===== src/rtl/access_router_pkg.sv =====
package access_router_pkg;

  // Strobes handed from control to datapath.
  typedef struct packed {
    logic extMode;   // latched external-access mode
    logic auxOn;     // auxiliary overlay enabled
    logic dataReq;   // a data request is present
  } routeStrobes_t;

endpackage


===== src/rtl/access_router_ctrl.sv =====
module access_router_ctrl
  import access_router_pkg::*;
(
  input  logic          clk,
  input  logic          rstN,
  input  logic          extAccessPin,
  input  logic          dataValid,
  input  logic          auxRamOff,
  output routeStrobes_t strb
);

  logic extModeQ;

  // Track the pin only while reset is held; freeze once released.
  always_ff @(posedge clk) begin
    if (!rstN) extModeQ <= extAccessPin;
  end

  always_comb begin
    strb.extMode = extModeQ;
    strb.auxOn   = ~auxRamOff;
    strb.dataReq = dataValid;
  end

endmodule


===== src/rtl/access_router_dp.sv =====
module access_router_dp
  import access_router_pkg::*;
#(
  parameter int CODE_ADDR_W       = 16,
  parameter int DATA_ADDR_W       = 16,
  parameter int ONCHIP_CODE_BYTES = 4096,
  parameter int AUX_RAM_BYTES     = 768
) (
  input  routeStrobes_t          strb,
  input  logic [CODE_ADDR_W-1:0] fetchAddr,
  input  logic [DATA_ADDR_W-1:0] dataAddr,
  output logic                   codeExtSel,
  output logic                   dataAuxSel,
  output logic                   dataExtSel
);

  localparam logic [CODE_ADDR_W:0] CODE_LIMIT = (CODE_ADDR_W+1)'(ONCHIP_CODE_BYTES);
  localparam logic [DATA_ADDR_W:0] AUX_LIMIT  = (DATA_ADDR_W+1)'(AUX_RAM_BYTES);

  logic codeInRange;
  logic dataInWindow;

  generate
    if (ONCHIP_CODE_BYTES == 0) begin : g_noCode
      assign codeInRange = 1'b0;
    end else begin : g_code
      assign codeInRange = ({1'b0, fetchAddr} < CODE_LIMIT);
    end

    if (AUX_RAM_BYTES == 0) begin : g_noAux
      assign dataInWindow = 1'b0;
    end else begin : g_aux
      assign dataInWindow = ({1'b0, dataAddr} < AUX_LIMIT);
    end
  endgenerate

  logic auxHit;

  always_comb begin
    auxHit     = dataInWindow & strb.auxOn;
    codeExtSel = strb.extMode | ~codeInRange;
    dataAuxSel = strb.dataReq & auxHit;
    dataExtSel = strb.dataReq & ~auxHit;
  end

endmodule


===== src/rtl/access_router.sv =====
module access_router
  import access_router_pkg::*;
#(
  parameter int CODE_ADDR_W       = 16,
  parameter int DATA_ADDR_W       = 16,
  parameter int ONCHIP_CODE_BYTES = 4096,
  parameter int AUX_RAM_BYTES     = 768
) (
  input  logic                   clk,
  input  logic                   rstN,
  input  logic                   extAccessPin,
  input  logic [CODE_ADDR_W-1:0] fetchAddr,
  input  logic                   dataValid,
  input  logic [DATA_ADDR_W-1:0] dataAddr,
  input  logic                   auxRamOff,
  output logic                   codeExtSel,
  output logic                   dataAuxSel,
  output logic                   dataExtSel
);

  routeStrobes_t routeStrb;

  access_router_ctrl i_ctrl (
    .clk          (clk),
    .rstN         (rstN),
    .extAccessPin (extAccessPin),
    .dataValid    (dataValid),
    .auxRamOff    (auxRamOff),
    .strb         (routeStrb)
  );

  access_router_dp #(
    .CODE_ADDR_W       (CODE_ADDR_W),
    .DATA_ADDR_W       (DATA_ADDR_W),
    .ONCHIP_CODE_BYTES (ONCHIP_CODE_BYTES),
    .AUX_RAM_BYTES     (AUX_RAM_BYTES)
  ) i_dp (
    .strb       (routeStrb),
    .fetchAddr  (fetchAddr),
    .dataAddr   (dataAddr),
    .codeExtSel (codeExtSel),
    .dataAuxSel (dataAuxSel),
    .dataExtSel (dataExtSel)
  );

endmodule


===== config.mk =====
export PLATFORM = sky130hd
export DESIGN_NAME = access_router
export DESIGN_NICKNAME = d
export VERILOG_FILES = /design/src/rtl/access_router_pkg.sv /design/src/rtl/access_router_ctrl.sv /design/src/rtl/access_router_dp.sv /design/src/rtl/access_router.sv
export SDC_FILE = /design/constraint.sdc
export NUM_CORES = 1
export LEC_CHECK = 0
export BUFFER_PORTS_ARGS = -buffer_cell sky130_fd_sc_hd__buf_2
export CORE_AREA = 2 2 39 41
export DETAILED_ROUTE_END_ITERATION = 10
export DIE_AREA = 0 0 41 43
export PLACE_DENSITY = 0.54
export SLEW_MARGIN = 20
export SYNTH_ARGS = -nofsm -noshare
export SYNTH_HDL_FRONTEND = slang
export SYNTH_SLANG_ARGS = --single-unit

===== constraint.sdc =====
create_clock -name clk -period 0.8 [get_ports clk]
set_input_delay 0 -clock clk [delete_from_list [all_inputs] [get_ports clk]]
set_output_delay 0 -clock clk [all_outputs]
set_load 0.03 [all_outputs]

==> results of run 1 <==
[cell type report]
class                   count  share of cell area, %
inverters                   2                  3.409
multi-input cells           8                  28.41
flip-flops and latches      1                  13.64
well taps                  16                  9.091
repair buffers             19                  45.45
[power breakdown]
part           switching, mW  internal [mW]  total (mW)
clock network              0              0           0
registers            0.00187         0.0635      0.0654
logic                 0.0314         0.0379      0.0693
[timing repair]
item                                    CTS  global route
gates cloned                              0             0
pin swaps                                 0             1
hold endpoints to repair                  0             0
gates resized for setup                   1             4
endpoints found under the setup margin    1             2
[kinds of logic after synthesis]
logic type	Yosys count	synth area share, %
and+or+nand+nor	7	49.27
AOI/OAI and AO/OA	1	7.251
DFF	1	34.78
buffers and inverters	2	8.699
[through the flow]
| stage | worst slack, ps | hold slack (ps) | setup TNS [ps] | power, mW | utilization [%] |
|---|---|---|---|---|---|
| 6_report | 41.63 | 178.7 | 0 | 0.1347 | 15.91 |
| 5_1_grt | -7.722 | 187.9 | -7.722 | 0.1430 | 15.91 |
| 4_1_cts | 17.04 | 180.0 | 0 | 0.1277 | 14.74 |
| 3_5_place_dp | -15.39 | 180.0 | -15.39 | 0.1275 | 14.56 |
| 3_3_place_gp | -3.632 | 176.9 | -3.632 | 0.1261 | 14.56 |
| 2_1_floorplan | 78.81 | 98.87 | 0 | 0.08308 | - |
[cells in the final DEF, fill, tap and decap left out]
cell type,instances
edfxtp_1,1
nor3_1,1
inv_1,2
and4_1,1
nor3_2,1
buf_4,2
nor4_4,1
a31oi_1,1
buf_2,17
nor2_1,1
nand2_1,2
[how the worst max path moves through the flow]
stage,to,cells past startpoint,slack (ps),start
after floorplan,codeExtSel,2,80,i_ctrl.extModeQ$_DFFE_PN_
after global placement,dataAuxSel,4,-4,dataAddr[15]
after detailed placement,dataAuxSel,4,-20,dataAddr[15]
after CTS,dataAuxSel,4,20,dataAddr[15]
after global routing,codeExtSel,3,-8,i_ctrl.extModeQ$_DFFE_PN_
final,codeExtSel,3,40,i_ctrl.extModeQ$_DFFE_PN_
[cells in the mapped netlist]
cell type  number
nor4_2          1
edfxtp_1        1
a31oi_1         1
nor2_1          1
and4_1          1
nor3_1          2
nand2_1         2
inv_1           2
[worst max-delay path, delay by kind of cell, from the launching register on]
family | cells | cell delay, ps
buf+inv | 1 | 160
flops | 1 | 360
simple gates | 2 | 230
[layer usage]
metal	vias up	track usage, %	routed length (um)
met3	0	0	9
li1	78	-	-
met5	-	0	0
met1	60	3.503	93
met2	3	5.938	162
met4	0	0	0
==> flow_summary.json, run 1 <==
{
  "grt_max_degree": 3,
  "outcome": "completed",
  "grt_util_all_layers_pct": 3.003,
  "finalWeightedCongestion": 0.6071,
  "synth.cell_area_sq_um": 86.33,
  "drt_wl_total_um": 265,
  "antenna_left": 0,
  "cp_cell_sequence": "nor3_2 > nand2_1 > buf_4",
  "viasPerCell": 3.065,
  "initial_core_util_pct": 6.239,
  "finalSetupViolCount": 0,
  "detail_route.drc_violations": 0,
  "maxCapViolCount": 0,
  "timing.fmax_ghz": 1.319,
  "timing_hold_violations_final": 0,
  "power-per-cell-area_mw_per_mm2": 611.7,
  "grt_first_pass_wirelength_um": 414,
  "drt_pass1_iterations": 2,
  "antenna-diode-count": 0,
  "timing_max_transition_violations_final": 0,
  "floorplan.io_pins": 40,
  "post_dp_cell_area_sq_um": 201.4,
  "first_iter_violations": 1,
  "die_width_um": 41,
  "synthTopCellsByArea": "edfxtp_1 (35%), nor4_2 (14%), nor3_1 (12%), and4_1 (10%), inv_1 (8.7%)",
  "clock_pin_slew_on_the_worst_setup_and_hold_paths_ps": 0,
  "drive_gt1_share_pct": 70.00,
  "crit_path_top_delay_cell": "edfxtp_1",
  "rows": 14,
  "multi_input_area_sq_um": 62.56,
  "place.detailed.instances": 46,
  "layout.cells.non_filler": 46,
  "number_of_global_route_vias_before_repair": 120,
  "syn_to_final_growth_pct": 155.1,
  "synth_nets": 48,
  "min_delay_worst_endpoint": "i_ctrl.extModeQ$_DFFE_PN_",
  "synth-seq-cells": 1,
  "synthDominantAreaCellType": "edfxtp_1",
  "globalRouteOverflowTotal": 0,
  "worst-endpoint-arrival_ps": 760,
  "top_regs": "i_ctrl.extModeQ: 1 flops",
  "registers.top_by_ff_count": "i_ctrl.extModeQ",
  "max_slew.worst_pin.slew_ps": 215.3,
  "detailroute.via_count": 141,
  "yosysUniqueCellTypes": 8,
  "synth.top_cell.area_share_pct": 34.78,
  "critical_path_start_end_classification": "reg -> out",
  "worstSetupStartpointType": "flop",
  "worst_hold_startpoint": "extAccessPin",
  "classification_of_the_worst_slack_hold_path": "in -> reg",
  "stdcell_area_sq_um": 220.2,
  "die_height_um": 43,
  "portBuffers": 19,
  "hold_depth": 1,
  "final_period_minus_worst_setup_slack_ps": 758.4,
  "synthesis.area_per_instance_sq_um": 7.848,
  "floorplan.die_area_sq_mm": 0.001763,
  "max_slew_margin_pct": 85.54,
  "number_of_flip_flops_under_the_largest_register_name": 1,
  "slowest_delay_ps": 360,
  "critical_path_required_ps": 800,
  "path_max_fanout": 1,
  "post-route-period-util_pct": 94.80,
  "core_area_sq_mm": 0.001384,
  "antenna_found_initial": 0,
  "cts_hold_buffers": 0,
  "yosysWarnings": 0,
  "post_cts_buffers": 0,
  "leak_nw": 0.1116,
  "synthCells": 11,
  "drt-wirelength-per-cell_um": 5.761,
  "final_nets": 69,
  "seq_area_sq_um": 30.03,
  "synth_seq_area_share_pct": 34.78,
  "layout.filler_cells": 156,
  "vdd.ir_drop.worst_mv": 0.2693,
  "critPathCaptureType": "primary output"
}
Power figures use the tool's default switching activity.
==> run 2: changes to the inputs <==
Clock period 0.8 ns to 0.9 ns, I/O delays scaled along.
==> run 2 against run 1 <==
  * Routed wire length fell by 3.0%
  * First-iteration DRC count is 100% lower
  * Highest routed layer unchanged
  * Sequential power shrank 12%
  * Flip-flop and latch count is the same
  * Die area unchanged
  * Global-route usage unchanged
  * Final cell count did not move
  * Largest cell class unchanged
  * Total power decreased by 17%
==> flow_summary.json, run 2 (synthesized netlist as in run 1, its figures left out) <==
{
  "max_slew_margin_pct": 84.35,
  "first_iter_violations": 0,
  "finalWeightedCongestion": 0.6071,
  "timing_max_transition_violations_final": 0,
  "outcome": "completed",
  "die_width_um": 41,
  "hold_depth": 1,
  "syn_to_final_growth_pct": 133.3,
  "drt-wirelength-per-cell_um": 5.587,
  "worst-endpoint-arrival_ps": 800,
  "drt_wl_total_um": 257,
  "vdd.ir_drop.worst_mv": 0.2374,
  "gr-max-usage-layer": "met2",
  "timing_hold_violations_final": 0,
  "detailroute.via_count": 137,
  "antenna_left": 0,
  "max_slew.worst_pin.slew_ps": 232.7,
  "final_nets": 69,
  "cts-resized-gates": 0,
  "rsz0062_at_grt": "no",
  "floorplan.io_pins": 40,
  "critPathCaptureType": "primary output",
  "final_period_minus_worst_setup_slack_ps": 795.3,
  "grt_util_met3_pct": 0,
  "maxCapViolCount": 0,
  "globalRouteOverflowTotal": 0,
  "use_met1_pct": 3.503,
  "initial_core_util_pct": 6.239,
  "grt_first_pass_wirelength_um": 414,
  "worstSetupStartpointType": "input port",
  "post_cts_buffers": 0,
  "leak_nw": 0.1074,
  "drive_gt1_share_pct": 66.67,
  "antenna-diode-count": 0,
  "power-per-cell-area_mw_per_mm2": 558.3,
  "cts_hold_buffers": 0,
  "rows": 14,
  "min_delay_worst_endpoint": "i_ctrl.extModeQ$_DFFE_PN_",
  "detail_route.drc_violations": 0,
  "grt_util_all_layers_pct": 3.003,
  "core_area_sq_mm": 0.001384,
  "number_of_global_route_vias_before_repair": 120,
  "viasPerCell": 2.978,
  "final_cell_mix": "buf_2 (19), nor3_1 (2), nand2_1 (2), inv_1 (2)",
  "portBuffers": 19,
  "path_max_fanout": 2,
  "globalRouteMet2Util_pct": 5.938,
  "drt_pass1_iterations": 1,
  "floorplan.die_area_sq_mm": 0.001763,
  "classification_of_the_worst_slack_hold_path": "in -> reg",
  "registers.top_by_ff_count": "i_ctrl.extModeQ",
  "critical_path_required_ps": 900,
  "critical_path_start_end_classification": "in -> out",
  "top_regs": "i_ctrl.extModeQ: 1 flops",
  "number_of_flip_flops_under_the_largest_register_name": 1,
  "layout_commonest_cell": "buf_2",
  "die_height_um": 43,
  "power_mw": 0.1125,
  "antenna_found_initial": 0,
  "post-route-period-util_pct": 88.37,
  "grt_max_degree": 3,
  "finalSetupViolCount": 0,
  "timing.fmax_ghz": 1.257,
  "clock_pin_slew_on_the_worst_setup_and_hold_paths_ps": 0,
  "worst_hold_startpoint": "extAccessPin",
  "fin_tns_setup_ps": 0
}
-- run 2: worst max path at each step --
stage / startpoint / cells after the start / end / slack, ps
final: dataAddr[15] / 4 / dataAuxSel / 100
after global placement: dataAddr[15] / 4 / dataAuxSel / 100
after floorplan: i_ctrl.extModeQ$_DFFE_PN_ / 2 / codeExtSel / 180
after detailed placement: dataAddr[15] / 4 / dataAuxSel / 80
after CTS: dataAddr[15] / 4 / dataAuxSel / 90
after global routing: dataAddr[15] / 4 / dataAuxSel / 40
-- run 2: power by group --
group / internal (mW) / total, mW / leakage [nW] / switching [mW]
clock network: 0 / 0 / 0 / 0
registers: 0.0564 / 0.0576 / 0.00979 / 0.00123
logic: 0.0313 / 0.0548 / 0.0976 / 0.0235
total: 0.0877 / 0.112 / 0.107 / 0.0247
-- run 2: cell type report --
class | count | area [sq um]
fillers | 157 | 1182
inverters | 2 | 7.507
multi-input cells | 8 | 48.80
flip-flops and latches | 1 | 30.03
well taps | 16 | 20.02
repair buffers | 19 | 95.09
-- run 2: worst max-delay path, cell delays in order --
cell and delay (ps):
buf_2 100, nor4_2 280, and4_1 220, buf_2 190
-- run 2: stage by stage --
stage / util (%) / worst slack [ps] / hold slack [ps] / area [sq um] / std cells
floorplan: - / 178.8 / 98.87 / 86.33 / 11
global placement: 14.56 / 96.37 / 176.9 / 201.4 / 46
detailed placement: 14.56 / 84.61 / 180.0 / 201.4 / 46
CTS: 14.56 / 87.01 / 180.0 / 201.4 / 46
global route: 14.56 / 41.08 / 187.9 / 201.4 / 46
finish: 14.56 / 104.7 / 178.7 / 201.4 / 46
-- run 2: metal layers --
layer / wire [um] / share of wire (%)
met5: 0 / 0
met4: 0 / 0
met2: 154 / 60
met3: 9 / 3.5
met1: 93 / 36
